File: src/rtl/kf_pkg.sv
package kf_pkg;
  typedef enum logic [1:0] {
    KF_IDLE  = 2'd0,
    KF_CHECK = 2'd1,
    KF_WAIT  = 2'd2
  } kf_state_e;
endpackage

File: src/rtl/kf_ctrl.sv
module kf_ctrl #(
  parameter int ROW_W     = 10,
  parameter int MAX_WORDS = 8,
  parameter int LEN_W     = 4,
  parameter int CNT_W     = 4,
  parameter int IDX_W     = 3
) (
  input  logic             clk,
  input  logic             rst,
  input  logic             start,
  input  logic [ROW_W-1:0] start_row,
  input  logic [ROW_W-1:0] end_row,
  input  logic [LEN_W-1:0] key_len,
  input  logic             rsp_valid,
  input  logic             rsp_flagged,
  output logic             busy,
  output logic             rd_req,
  output logic [ROW_W-1:0] rd_row,
  output logic             acc_clr,
  output logic             acc_en,
  output logic [IDX_W-1:0] wr_idx,
  output logic             fin_evt,
  output logic             past_end
);
  import kf_pkg::*;

  kf_state_e        state_q;
  logic [ROW_W:0]   row_q;
  logic [ROW_W:0]   end_q;
  logic [CNT_W-1:0] len_q;
  logic [CNT_W-1:0] cnt_q;
  logic             busy_q;
  logic             req_q;
  logic [ROW_W-1:0] rdrow_q;
  logic [31:0]      len_ext;
  logic [CNT_W-1:0] len_clamped;
  logic             key_full;
  logic             launch;

  assign len_ext     = 32'(key_len);
  assign len_clamped = (len_ext > 32'(MAX_WORDS)) ? CNT_W'(MAX_WORDS) : CNT_W'(len_ext);
  assign launch      = (state_q == KF_IDLE) && start;
  assign key_full    = (cnt_q == len_q);
  assign past_end    = (row_q > end_q);
  assign fin_evt     = (state_q == KF_CHECK) && (key_full || past_end);

  always_ff @(posedge clk) begin
    if (rst) begin
      state_q <= KF_IDLE;
      row_q   <= '0;
      end_q   <= '0;
      len_q   <= '0;
      cnt_q   <= '0;
      busy_q  <= 1'b0;
      req_q   <= 1'b0;
      rdrow_q <= '0;
    end else begin
      req_q <= 1'b0;
      unique case (state_q)
        KF_IDLE: begin
          if (start) begin
            row_q   <= {1'b0, start_row};
            end_q   <= {1'b0, end_row};
            len_q   <= len_clamped;
            cnt_q   <= '0;
            busy_q  <= 1'b1;
            state_q <= KF_CHECK;
          end
        end
        KF_CHECK: begin
          if (key_full || past_end) begin
            busy_q  <= 1'b0;
            state_q <= KF_IDLE;
          end else begin
            req_q   <= 1'b1;
            rdrow_q <= row_q[ROW_W-1:0];
            state_q <= KF_WAIT;
          end
        end
        KF_WAIT: begin
          if (rsp_valid) begin
            row_q <= row_q + 1'b1;
            if (!rsp_flagged) begin
              cnt_q <= cnt_q + 1'b1;
            end
            state_q <= KF_CHECK;
          end
        end
        default: state_q <= KF_IDLE;
      endcase
    end
  end

  assign busy    = busy_q;
  assign rd_req  = req_q;
  assign rd_row  = rdrow_q;
  assign acc_clr = launch;
  assign acc_en  = (state_q == KF_WAIT) && rsp_valid && !rsp_flagged;
  assign wr_idx  = cnt_q[IDX_W-1:0];
endmodule

File: src/rtl/kf_accum.sv
module kf_accum #(
  parameter int WORD_W = 32
) (
  input  logic              clk,
  input  logic              rst,
  input  logic              clr,
  input  logic              en,
  input  logic [WORD_W-1:0] word,
  input  logic              fin_evt,
  input  logic              past_end,
  output logic              done,
  output logic              pass
);
  localparam logic [WORD_W-1:0] ONES = {WORD_W{1'b1}};

  logic [WORD_W-1:0] or_q;
  logic [WORD_W-1:0] and_q;
  logic              done_q;
  logic              pass_q;
  logic              reject;

  assign reject = (and_q == ONES) || (or_q == '0) || past_end;

  always_ff @(posedge clk) begin
    if (rst) begin
      or_q   <= '0;
      and_q  <= ONES;
      done_q <= 1'b0;
      pass_q <= 1'b0;
    end else begin
      done_q <= fin_evt;
      if (clr) begin
        or_q  <= '0;
        and_q <= ONES;
      end else if (en) begin
        or_q  <= or_q | word;
        and_q <= and_q & word;
      end
      if (fin_evt) begin
        pass_q <= !reject;
      end
    end
  end

  assign done = done_q;
  assign pass = pass_q;
endmodule

File: src/rtl/kf_keybuf.sv
module kf_keybuf #(
  parameter int WORD_W = 32,
  parameter int DEPTH  = 8,
  parameter int IDX_W  = 3
) (
  input  logic              clk,
  input  logic              we,
  input  logic [IDX_W-1:0]  waddr,
  input  logic [WORD_W-1:0] wdata,
  input  logic [IDX_W-1:0]  raddr,
  output logic [WORD_W-1:0] rdata
);
  logic [WORD_W-1:0] mem [DEPTH];
  logic [WORD_W-1:0] rdata_q;

  always_ff @(posedge clk) begin
    if (we) begin
      mem[waddr] <= wdata;
    end
    rdata_q <= mem[raddr];
  end

  assign rdata = rdata_q;
endmodule

File: src/rtl/key_row_fetch.sv
module key_row_fetch #(
  parameter int ROW_W     = 10,
  parameter int WORD_W    = 32,
  parameter int MAX_WORDS = 8,
  parameter int LEN_W     = 4,
  localparam int IDX_W    = (MAX_WORDS > 1) ? $clog2(MAX_WORDS) : 1,
  localparam int CNT_W    = $clog2(MAX_WORDS + 1)
) (
  input  logic              clk,
  input  logic              rst,
  input  logic              start,
  input  logic [ROW_W-1:0]  start_row,
  input  logic [ROW_W-1:0]  end_row,
  input  logic [LEN_W-1:0]  key_len,
  output logic              busy,
  output logic              done,
  output logic              pass,
  output logic              rd_req,
  output logic [ROW_W-1:0]  rd_row,
  input  logic              rsp_valid,
  input  logic [WORD_W-1:0] rsp_data,
  input  logic              rsp_ecc_err,
  input  logic              rsp_fail_bits,
  input  logic [IDX_W-1:0]  key_rd_idx,
  output logic [WORD_W-1:0] key_rd_data
);
  logic             flagged;
  logic             acc_clr;
  logic             acc_en;
  logic [IDX_W-1:0] wr_idx;
  logic             fin_evt;
  logic             past_end;

  assign flagged = rsp_ecc_err | rsp_fail_bits;

  kf_ctrl #(
    .ROW_W(ROW_W), .MAX_WORDS(MAX_WORDS), .LEN_W(LEN_W),
    .CNT_W(CNT_W), .IDX_W(IDX_W)
  ) u_ctrl (
    .clk(clk), .rst(rst), .start(start), .start_row(start_row),
    .end_row(end_row), .key_len(key_len), .rsp_valid(rsp_valid),
    .rsp_flagged(flagged), .busy(busy), .rd_req(rd_req), .rd_row(rd_row),
    .acc_clr(acc_clr), .acc_en(acc_en), .wr_idx(wr_idx),
    .fin_evt(fin_evt), .past_end(past_end)
  );

  kf_accum #(.WORD_W(WORD_W)) u_accum (
    .clk(clk), .rst(rst), .clr(acc_clr), .en(acc_en), .word(rsp_data),
    .fin_evt(fin_evt), .past_end(past_end), .done(done), .pass(pass)
  );

  kf_keybuf #(.WORD_W(WORD_W), .DEPTH(MAX_WORDS), .IDX_W(IDX_W)) u_buf (
    .clk(clk), .we(acc_en), .waddr(wr_idx), .wdata(rsp_data),
    .raddr(key_rd_idx), .rdata(key_rd_data)
  );
endmodule

File: config.mk
export PLATFORM = sky130hd
export DESIGN_NAME = key_row_fetch
export DESIGN_NICKNAME = d
export VERILOG_FILES = /design/src/rtl/kf_pkg.sv /design/src/rtl/kf_ctrl.sv /design/src/rtl/kf_accum.sv /design/src/rtl/kf_keybuf.sv /design/src/rtl/key_row_fetch.sv
export SDC_FILE = /design/constraint.sdc
export NUM_CORES = 1
export LEC_CHECK = 0
export ABC_CLOCK_PERIOD_IN_PS = 8800
export BUFFER_PORTS_ARGS = -buffer_cell sky130_fd_sc_hd__buf_2
export CAP_MARGIN = 25
export CORE_MARGIN = 2
export CORE_UTILIZATION = 36
export CTS_CLUSTER_DIAMETER = 60
export DETAILED_ROUTE_END_ITERATION = 10
export MAX_ROUTING_LAYER = met4
export SLEW_MARGIN = 10
export SYNTH_ARGS = -nofsm -noshare
export SYNTH_HDL_FRONTEND = slang
export SYNTH_SLANG_ARGS = --single-unit
File: constraint.sdc
create_clock -name clk -period 8.8 [get_ports clk]
set_clock_uncertainty 0.1 [all_clocks]
set_input_delay 2.64 -clock clk [delete_from_list [all_inputs] [get_ports clk]]
set_output_delay 2.64 -clock clk [all_outputs]
set_load 0.005 [all_outputs]
Word-level counts from Yosys, hierarchy flattened
Memory sizes are Yosys's and may differ from the RTL's. A register that Yosys moved wholly into a read port is not among the register bits. Index checks and enable logic that the tools add are counted.

Muxes and demuxes: 18. Equal/unequal tests: 8. Multipliers: 0. Add/sub/neg operators: 2. Shift operators: 0. $lt $le $gt $ge: 2. Reductions and logical operators: 21. Divide/modulo/power cells: 0. Bitwise logic cells: 5.

Operator list (count): $and A32 B32 Y32 (1); $eq A32 B32 Y1 const B (1); $logic_not A32 Y1 (1); $or A32 B32 Y32 (1); $mux W11 (2); $pmux W11 S2 (1); $mux W4 (4); $add A11 B1 Y11 const B (1); $gt A11 B10 Y1 (1); $ne A2 B2 Y1 const B (4); $pmux W4 S2 (1); $mux W2 (3); $pmux W2 S3 (1); $reduce_and A2 Y1 (3); $reduce_and A3 Y1 (2); $mux W1 (5); $add A4 B1 Y4 const B (1); $eq A4 B4 Y1 (1); $gt A4 B4 Y1 const B (1); $logic_and A1 B1 Y1 (4); $reduce_and A4 Y1 (1); $reduce_bool A2 Y1 (2); $reduce_or A2 Y1 (2); $logic_or A1 B1 Y1 (3); other kinds (7) (9).

Flip-flop bits (word level): 109. Output and inout bits: 46. Memories kept: 1. RAM bits: 256. Bits in latches: 0. Memory bits (read-only): 0. Bits of input ports: 65.

Memories: u_buf.mem (words 8, width 32, rd ports 1, clocked after memory_dff 1, write ports 1, line kf_keybuf.sv:13) `logic [WORD_W-1:0] mem [DEPTH];`.

Longest topological paths before layout
Gate-level depths: netlist of run 1.

Depth after elaboration: 5. Mapped depth: 8. Gate-level depth less buffers: 7.

Cells and area by module
A second synthesis of run 1 with hierarchy kept.

Cell total of the unflattened synthesis: 926. Area, all modules: 14855.5 um^2.

By module, submodules not included: kf_keybuf (area each 10466.3 um^2, times used 1, cells each 415); kf_ctrl (area each 2269.7 um^2, times used 1, cells each 272); kf_accum (area each 2113.3 um^2, times used 1, cells each 238); key_row_fetch (area each 6.3 um^2, times used 1, cells each 1).

Worst setup path after synthesis of run 1
No wires, ideal clock.

Kind: input to register. Start: in rsp_valid. End: mem u_buf.mem[1][0] (enable). Path slack: 1.504 ns. Arrival time: 6.683 ns. Setup time: 0.513 ns. Cell stages on the path: 4. Cells stage by stage: nand3b_1 -> or3_1 -> clkbuf_1 -> nor4b_1.

Longest elaborated chain between the ends: 4.

Ends and longest elaborated chain: start, declared (line key_row_fetch.sv:20) `input logic rsp_valid,`; $logic_and A1 B1 Y1 (2 in series) (line kf_ctrl.sv:98) `assign acc_en = (state_q == KF_WAIT) && rsp_valid && !rsp_flagged;`; $mux W1 (line kf_keybuf.sv:17) `if (we) begin`; $mux W1 (implied by the code) (line kf_keybuf.sv:18) `mem[waddr] <= wdata;`; end, declared (line kf_keybuf.sv:13).

Every way passes these cells.

Worst setup path in the final report of run 1
Start: in rst. End: reg u_accum.or_q[7].

Longest elaborated chain between the ends: 1.

Ends and longest elaborated chain: start, declared (line key_row_fetch.sv:10) `input logic rst,`; $reduce_or A2 Y1 (no source line); end signal, assigned (line kf_accum.sv:36) `or_q <= or_q | word;`; end, declared (line kf_accum.sv:16) `logic [WORD_W-1:0] or_q;`.

Every way passes these cells. A chain may end at the register's enable or synchronous reset.

==> flow_summary_export.csv, run 1 <==
group,metric,value,unit
grt,grtUsageMet1,20.5,%
pwr,peakVddDrop,0.129,mV
placement,dp_cells,1527,
placement,routabilityCongestion,0.782,
cts,clk_pin_slew_worst_paths,60,ps
floorplan,io-pin-count,111,
pwr,p_int,3.06,mW
timing,worstMarginPinSlew,1030,ps
finish,final_nets,1125,
pwr,p_sw,0.847,mW
synthesis,synth_compound_area_share,4.73,%
worst_setup_path,reg2regPathDepth,6,
grt,grt.met2_usage,23.5,%
pwr,combPwrFrac,5.1,%
finish,instances_no_fill,1610,
synthesis,syn-num-nets,1001,
routing,ant_nets,0,
pwr,finalPower,3.91,mW
floorplan,start_util,36.7,%
finish,finalInstanceArea,17100,um^2
routing,drcViolationCount,0,
grt,busiest_layer,"met2",
synthesis,synth_mux_area_share,13.0,%
timing,min_period,4750,ps
grt,grt_max_degree,65,
synthesis,synth_cells,924,
timing,max-slew-margin-rel,31.6,%
synthesis,syn_area,14600,um^2
placement,dp_hpwl,17800,um
synthesis,yosysWarnings,0,
placement,place_worst_setup_slack,3390,ps
cts,cts.sinks,397,
worst_setup_path,critPathMaxFanout,32,
cts,cts_htree_levels,2,
timing,setup_viol,0,
placement,port_buffers,110,
worst_setup_path,critPathKind,"primary input to flop",
worst_setup_path,endpoint,"u_accum.or_q[7]",
floorplan,fp.dieW,206,um
synthesis,async_flop_share,0,%
routing,viasPerCell,5.02,
pwr,switching_share,21.7,%
synthesis,synth-xor-area-share,0.513,%
timing,whs,356,ps
routing,vias,8076,
floorplan,die_area,42300,um^2
timing,finalWorstSetupSlack,4050,ps
synthesis,synth_common_cells,"edfxtp_1, dfxtp_1, nand2_1, mux4_2, a21oi_1",
pwr,pwr-share-seq,51.7,%
cts,postCtsSetupBuffers,0,
pwr,cellLeakagePower,5.89,nW
routing,routedWlPerCell,19.0,um
grt,grt_pass1_wl,47500,um
cts,ctsHoldBuffers,0,
cts,cts_root_buffer,"clkbuf_16",
grt,track_usage,15.2,%
worst_setup_path,reg2reg_slack,6110,ps
synthesis,syn_area_per_cell,15.8,um^2
synthesis,synth.top_cell.area_share,52.5,%
finish,syn2layout_area_growth,17.2,%
run_status,status,"finished clean",
worst_setup_path,reg2reg_from,"u_ctrl.state_q[1]",
cts,cts_resized,0,
synthesis,synth-seq-cells,397,
placement,placed_cell_area,15800,um^2
synthesis,ys.flop_type,"edfxtp_1",
grt,grt_antenna_before_repair,5,
timing,min_period_over_period,54.0,%
synthesis,yosys.area_share.simple,7.02,%
pwr,clockPowerShare,43.2,%
floorplan,std_cell_rows,73,
timing,finalSetupTns,0,ps
synthesis,synth.most_common_cell,"edfxtp_1",
synthesis,synth_adder_area_share,1.03,%
timing,rsz0062_at_grt,"no",
synthesis,yosysTopAreaCell,"edfxtp_1",
timing,hold_viol,0,
synthesis,seq_area_frac_synth,71.8,%
synthesis,synth_area_leaders,"edfxtp_1, dfxtp_1, mux4_2, mux2_2, nand2_1",
finish,final_layout_size_suffix_gt1_share,27.5,%
finish,utilization,42.9,%
flow_run,cap_violations,0,
worst_setup_path,critPathCaptureType,"flop",
cts,cts_tree,"yes",
synthesis,synth_edf_count,256,
synthesis,synth.distinct_cells,52,
routing,wirelength,30600,um
grt,gr-total-overflow,0,
cts,clock_latency,560,ps
floorplan,core,39900,um^2
worst_setup_path,crit_path_start,"rst",
routing,dr.pass1.iters,5,
timing,finalMaxSlewViolations,0,
pwr,p_per_area,228,nW/um^2
routing,drtIter0Drc,366,
worst_setup_path,r2r_end,"u_buf.mem[5][26]",
synthesis,synth_top_family_by_area,"multiplexers",
worst_hold_path,worstHoldPathType,"flop to flop",
grt,grt_pass1_vias,8187,
worst_setup_path,required,9150,ps
timing,clock.fmax,211,MHz
worst_setup_path,critPathArrivalTime,5100,ps
cts,clock_path_buffers,3,
grt,grt_use_met3,3.42,%
cts,cts_buffers,43,
worst_setup_path,start_kind,"primary input",
floorplan,die_h,206,um
## cells by family after synthesis
family	count (synthesis)
AOI/OAI and AO/OA	125
xor gates and xnor gates	6
adders and majority gates	12
buffers and inverters	61
DFF	397
muxes	106
and+or+nand+nor	217
## routing by layer
layer / wire (um) / share of wire [%]
met1: 14100 / 46
met2: 14300 / 47
met3: 1740 / 5.7
met4: 443 / 1.4
met5: 0 / 0
## area by class of cell
| cell class | instances | area, um^2 |
|---|---|---|
| flip-flops and latches | 397 | 10500 |
| repair buffers | 126 | 697 |
| clock buffers | 62 | 1180 |
| diodes | 3 | 7.51 |
| multi-input cells | 466 | 3890 |
| inverters | 14 | 52.6 |
| well taps | 525 | 657 |
| fillers | 3563 | 22800 |
| clock inverters | 17 | 146 |
## worst min-delay path by stage
stage / start / depth (start not counted) / slack [ps] / to
4_1_cts: u_ctrl.end_q[7] / 2 / 360 / u_ctrl.end_q[7]
5_1_grt: u_ctrl.end_q[7] / 2 / 370 / u_ctrl.end_q[7]
6_report: u_ctrl.end_q[7] / 2 / 360 / u_ctrl.end_q[7]
3_3_place_gp: u_ctrl.end_q[1] / 2 / 350 / u_ctrl.end_q[1]
3_5_place_dp: u_ctrl.end_q[7] / 2 / 350 / u_ctrl.end_q[7]
2_1_floorplan: u_ctrl.end_q[1] / 2 / 340 / u_ctrl.end_q[1]
## cell usage in the layout (no fill, tap or decap), drive strengths merged, types with 17 or more instances in the layout
| cell type | n |
|---|---|
| a21oi | 62 |
| buf | 126 |
| clkbuf | 62 |
| dfxtp | 141 |
| edfxtp | 256 |
| inv | 17 |
| mux2 | 32 |
| mux4 | 64 |
| nand2 | 95 |
| nor2 | 56 |
| o21ai | 44 |
## flip-flops by register name (all words and copies together) (netlist names)
register and count:
u_buf.mem 256, u_accum.done 1, u_ctrl.end_q 10, u_ctrl.rd_row 10, u_accum.or_q 32, u_ctrl.row_q 11, u_ctrl.len_q 4, u_accum.pass 1
u_accum.and_q 32, u_ctrl.busy 1, u_buf.rdata 32, u_ctrl.cnt_q 4, u_ctrl.state_q 2, u_ctrl.rd_req 1
## worst max-delay path, cell delays in order
cell      delay (ps)
buf_2            500
clkinv_1         750
nand2_1          860
buf_6            260
nor2_1            60
## power by group through the flow
stage               combinational, mW  sequential [mW]  clock, mW
global placement                0.197             2.06          0
CTS                             0.202             2.02       1.73
finish                          0.199             2.02       1.69
floorplan                       0.121             2.06          0
global route                    0.222             2.02       1.81
detailed placement              0.201             2.06          0
Power figures use the tool's default switching activity.
==> run 2: changes to the inputs <==
--- a/config.mk
+++ b/config.mk
@@ -5,7 +5,7 @@
 export SDC_FILE = /design/constraint.sdc
 export NUM_CORES = 1
 export LEC_CHECK = 0
-export ABC_CLOCK_PERIOD_IN_PS = 8800
+export ABC_CLOCK_PERIOD_IN_PS = 4800
 export BUFFER_PORTS_ARGS = -buffer_cell sky130_fd_sc_hd__buf_2
 export CAP_MARGIN = 25
 export CORE_MARGIN = 2
==> constraint.sdc (replaced) <==
create_clock -name clk -period 4.8 [get_ports clk]
set_clock_uncertainty 0.1 [all_clocks]
set_input_delay 1.44 -clock clk [delete_from_list [all_inputs] [get_ports clk]]
set_output_delay 1.44 -clock clk [all_outputs]
set_load 0.005 [all_outputs]
==> run 2 against run 1 <==
Non-clock buffer count up 3. Register-to-register slack worse by 3900 ps. Flip-flop and latch count unchanged. Power up 86%. Combinational power up 82%. Routed wire length down 3.3%. Worst hold slack about the same. Cell area up 0.72%. Core utilization up 0.31 points. Setup slack worse by 2300 ps. First-iteration DRC count up 27%. Critical path type unchanged. Critical endpoint is now u_buf.mem[1][5]. Largest cell class unchanged. Highest routed layer unchanged.
==> flow_summary_export.csv, run 2 (same netlist as run 1, synthesis figures left out) <==
group,metric,value,unit
cts,postCtsSetupBuffers,0,
floorplan,core,39900,um^2
pwr,p_per_area,421,nW/um^2
floorplan,die_area,42300,um^2
worst_setup_path,reg2reg_from,"u_ctrl.state_q[0]",
routing,wirelength,29600,um
placement,place_worst_setup_slack,1140,ps
grt,track_usage,14.8,%
routing,drtIter0Drc,466,
placement,dp_cells,1531,
worst_setup_path,reg2regPathDepth,4,
worst_setup_path,required,4880,ps
cts,clock_latency,540,ps
timing,worstMarginPinSlew,956,ps
worst_setup_path,r2r_end,"u_buf.mem[1][5]",
worst_setup_path,reg2reg_slack,2240,ps
finish,finalInstanceArea,17300,um^2
routing,vias,7923,
grt,grt_max_degree,40,
placement,dp_hpwl,18400,um
finish,syn2layout_area_growth,18.0,%
grt,grt_pass1_wl,46800,um
flow_run,cap_violations,0,
cts,clk_pin_slew_worst_paths,60,ps
timing,finalWorstSetupSlack,1710,ps
routing,dr.pass1.iters,4,
worst_hold_path,worstHoldPathType,"flop to flop",
cts,cts_htree_levels,2,
finish,max_flop_register,"u_buf.mem",
cts,cts_buffers,44,
worst_setup_path,endpoint,"u_buf.mem[1][5]",
timing,rsz0062_at_grt,"no",
run_status,status,"finished clean",
cts,cts.sinks,397,
routing,ant_nets,0,
routing,viasPerCell,4.91,
finish,layout_commonest_cell,"edfxtp_1",
cts,cts_root_buffer,"clkbuf_16",
timing,clock.fmax,324,MHz
timing,whs,356,ps
timing,hold_viol,0,
floorplan,fp.dieW,206,um
cts,ctsHoldBuffers,0,
grt,grt_antenna_before_repair,4,
grt,grt_pass1_vias,8178,
timing,min_period_over_period,64.3,%
pwr,cellLeakagePower,5.96,nW
worst_setup_path,crit_path_start,"rsp_valid",
worst_setup_path,critPathCaptureType,"flop",
timing,max-slew-margin-rel,36.3,%
pwr,peakVddDrop,0.236,mV
floorplan,start_util,36.7,%
finish,instances_no_fill,1614,
worst_setup_path,critPathKind,"primary input to flop",
worst_setup_path,start_kind,"primary input",
placement,routabilityCongestion,0.758,
routing,drcViolationCount,0,
finish,utilization,43.3,%
cts,cts_tree,"yes",
timing,finalSetupTns,0,ps
pwr,finalPower,7.28,mW
cts,cts_resized,0,
finish,layout_common_cells,"edfxtp_1, dfxtp_1, buf_2",
floorplan,std_cell_rows,73,
floorplan,die_h,206,um
cts,clock_path_buffers,3,
timing,finalMaxSlewViolations,0,
routing,routedWlPerCell,18.4,um
worst_setup_path,critPathMaxFanout,32,
worst_hold_path,min_from,"u_ctrl.end_q[7]",
finish,final_nets,1129,
finish,largest_register_ffs,256,
floorplan,io-pin-count,111,
timing,setup_viol,0,
placement,port_buffers,110,
placement,placed_cell_area,15900,um^2
grt,gr-total-overflow,0,
finish,final_layout_size_suffix_gt1_share,28.0,%
timing,min_period,3090,ps
worst_setup_path,critPathArrivalTime,3170,ps
-- run 2: cell types whose count changed in the layout (fill, tap and decap cells not counted), sizes merged --
| cell | delta |
|---|---|
| inv | +2 |
| clkinv | +6 |
| clkbuf | -6 |
| diode | +1 |
| buf | +3 |
| clkinvlp | -2 |
-- run 2: worst max-delay path, cell delays in order --
cell and delay [ps]:
buf_2 100, nand3b_1 150, or3_1 660, nor4b_2 320, buf_4 470
-- run 2: routing by layer --
metal	share of wire, %	wire length (um)	up-vias	GRT usage, %
met3	4.9	1460	46	3.26
met5	0	0	-	-
met1	46	13700	3948	20.2
li1	-	-	3776	-
met2	47	13900	153	22.6
met4	2.0	599	0	3.80
-- run 2: worst min path at each step --
stage / to / slack (ps) / cells after the start
6_report: u_ctrl.end_q[7] / 360 / 2
4_1_cts: u_ctrl.end_q[2] / 360 / 2
3_3_place_gp: u_ctrl.rd_row[4] / 340 / 2
5_1_grt: u_ctrl.end_q[2] / 370 / 2
3_5_place_dp: u_ctrl.rd_row[7] / 350 / 2
2_1_floorplan: u_ctrl.end_q[1] / 340 / 2
-- run 2: cell type report --
| cell class | instances | area, um^2 |
|---|---|---|
| Fill cell | 3573 | 22600 |
| Sequential cell | 397 | 10500 |
| Multi-Input combinational cell | 466 | 3910 |
| Clock buffer | 56 | 1230 |
| Timing Repair Buffer | 129 | 733 |
| Tap cell | 525 | 657 |
| Clock inverter | 23 | 166 |
| Inverter | 14 | 52.6 |
| Antenna cell | 4 | 10.0 |
-- run 2: report_power, final --
| group | internal, mW | total (mW) | switching [mW] |
|---|---|---|---|
| Sequential | 3.67 | 3.70 | 0.0282 |
| Combinational | 0.159 | 0.363 | 0.204 |
| Clock | 1.88 | 3.21 | 1.33 |
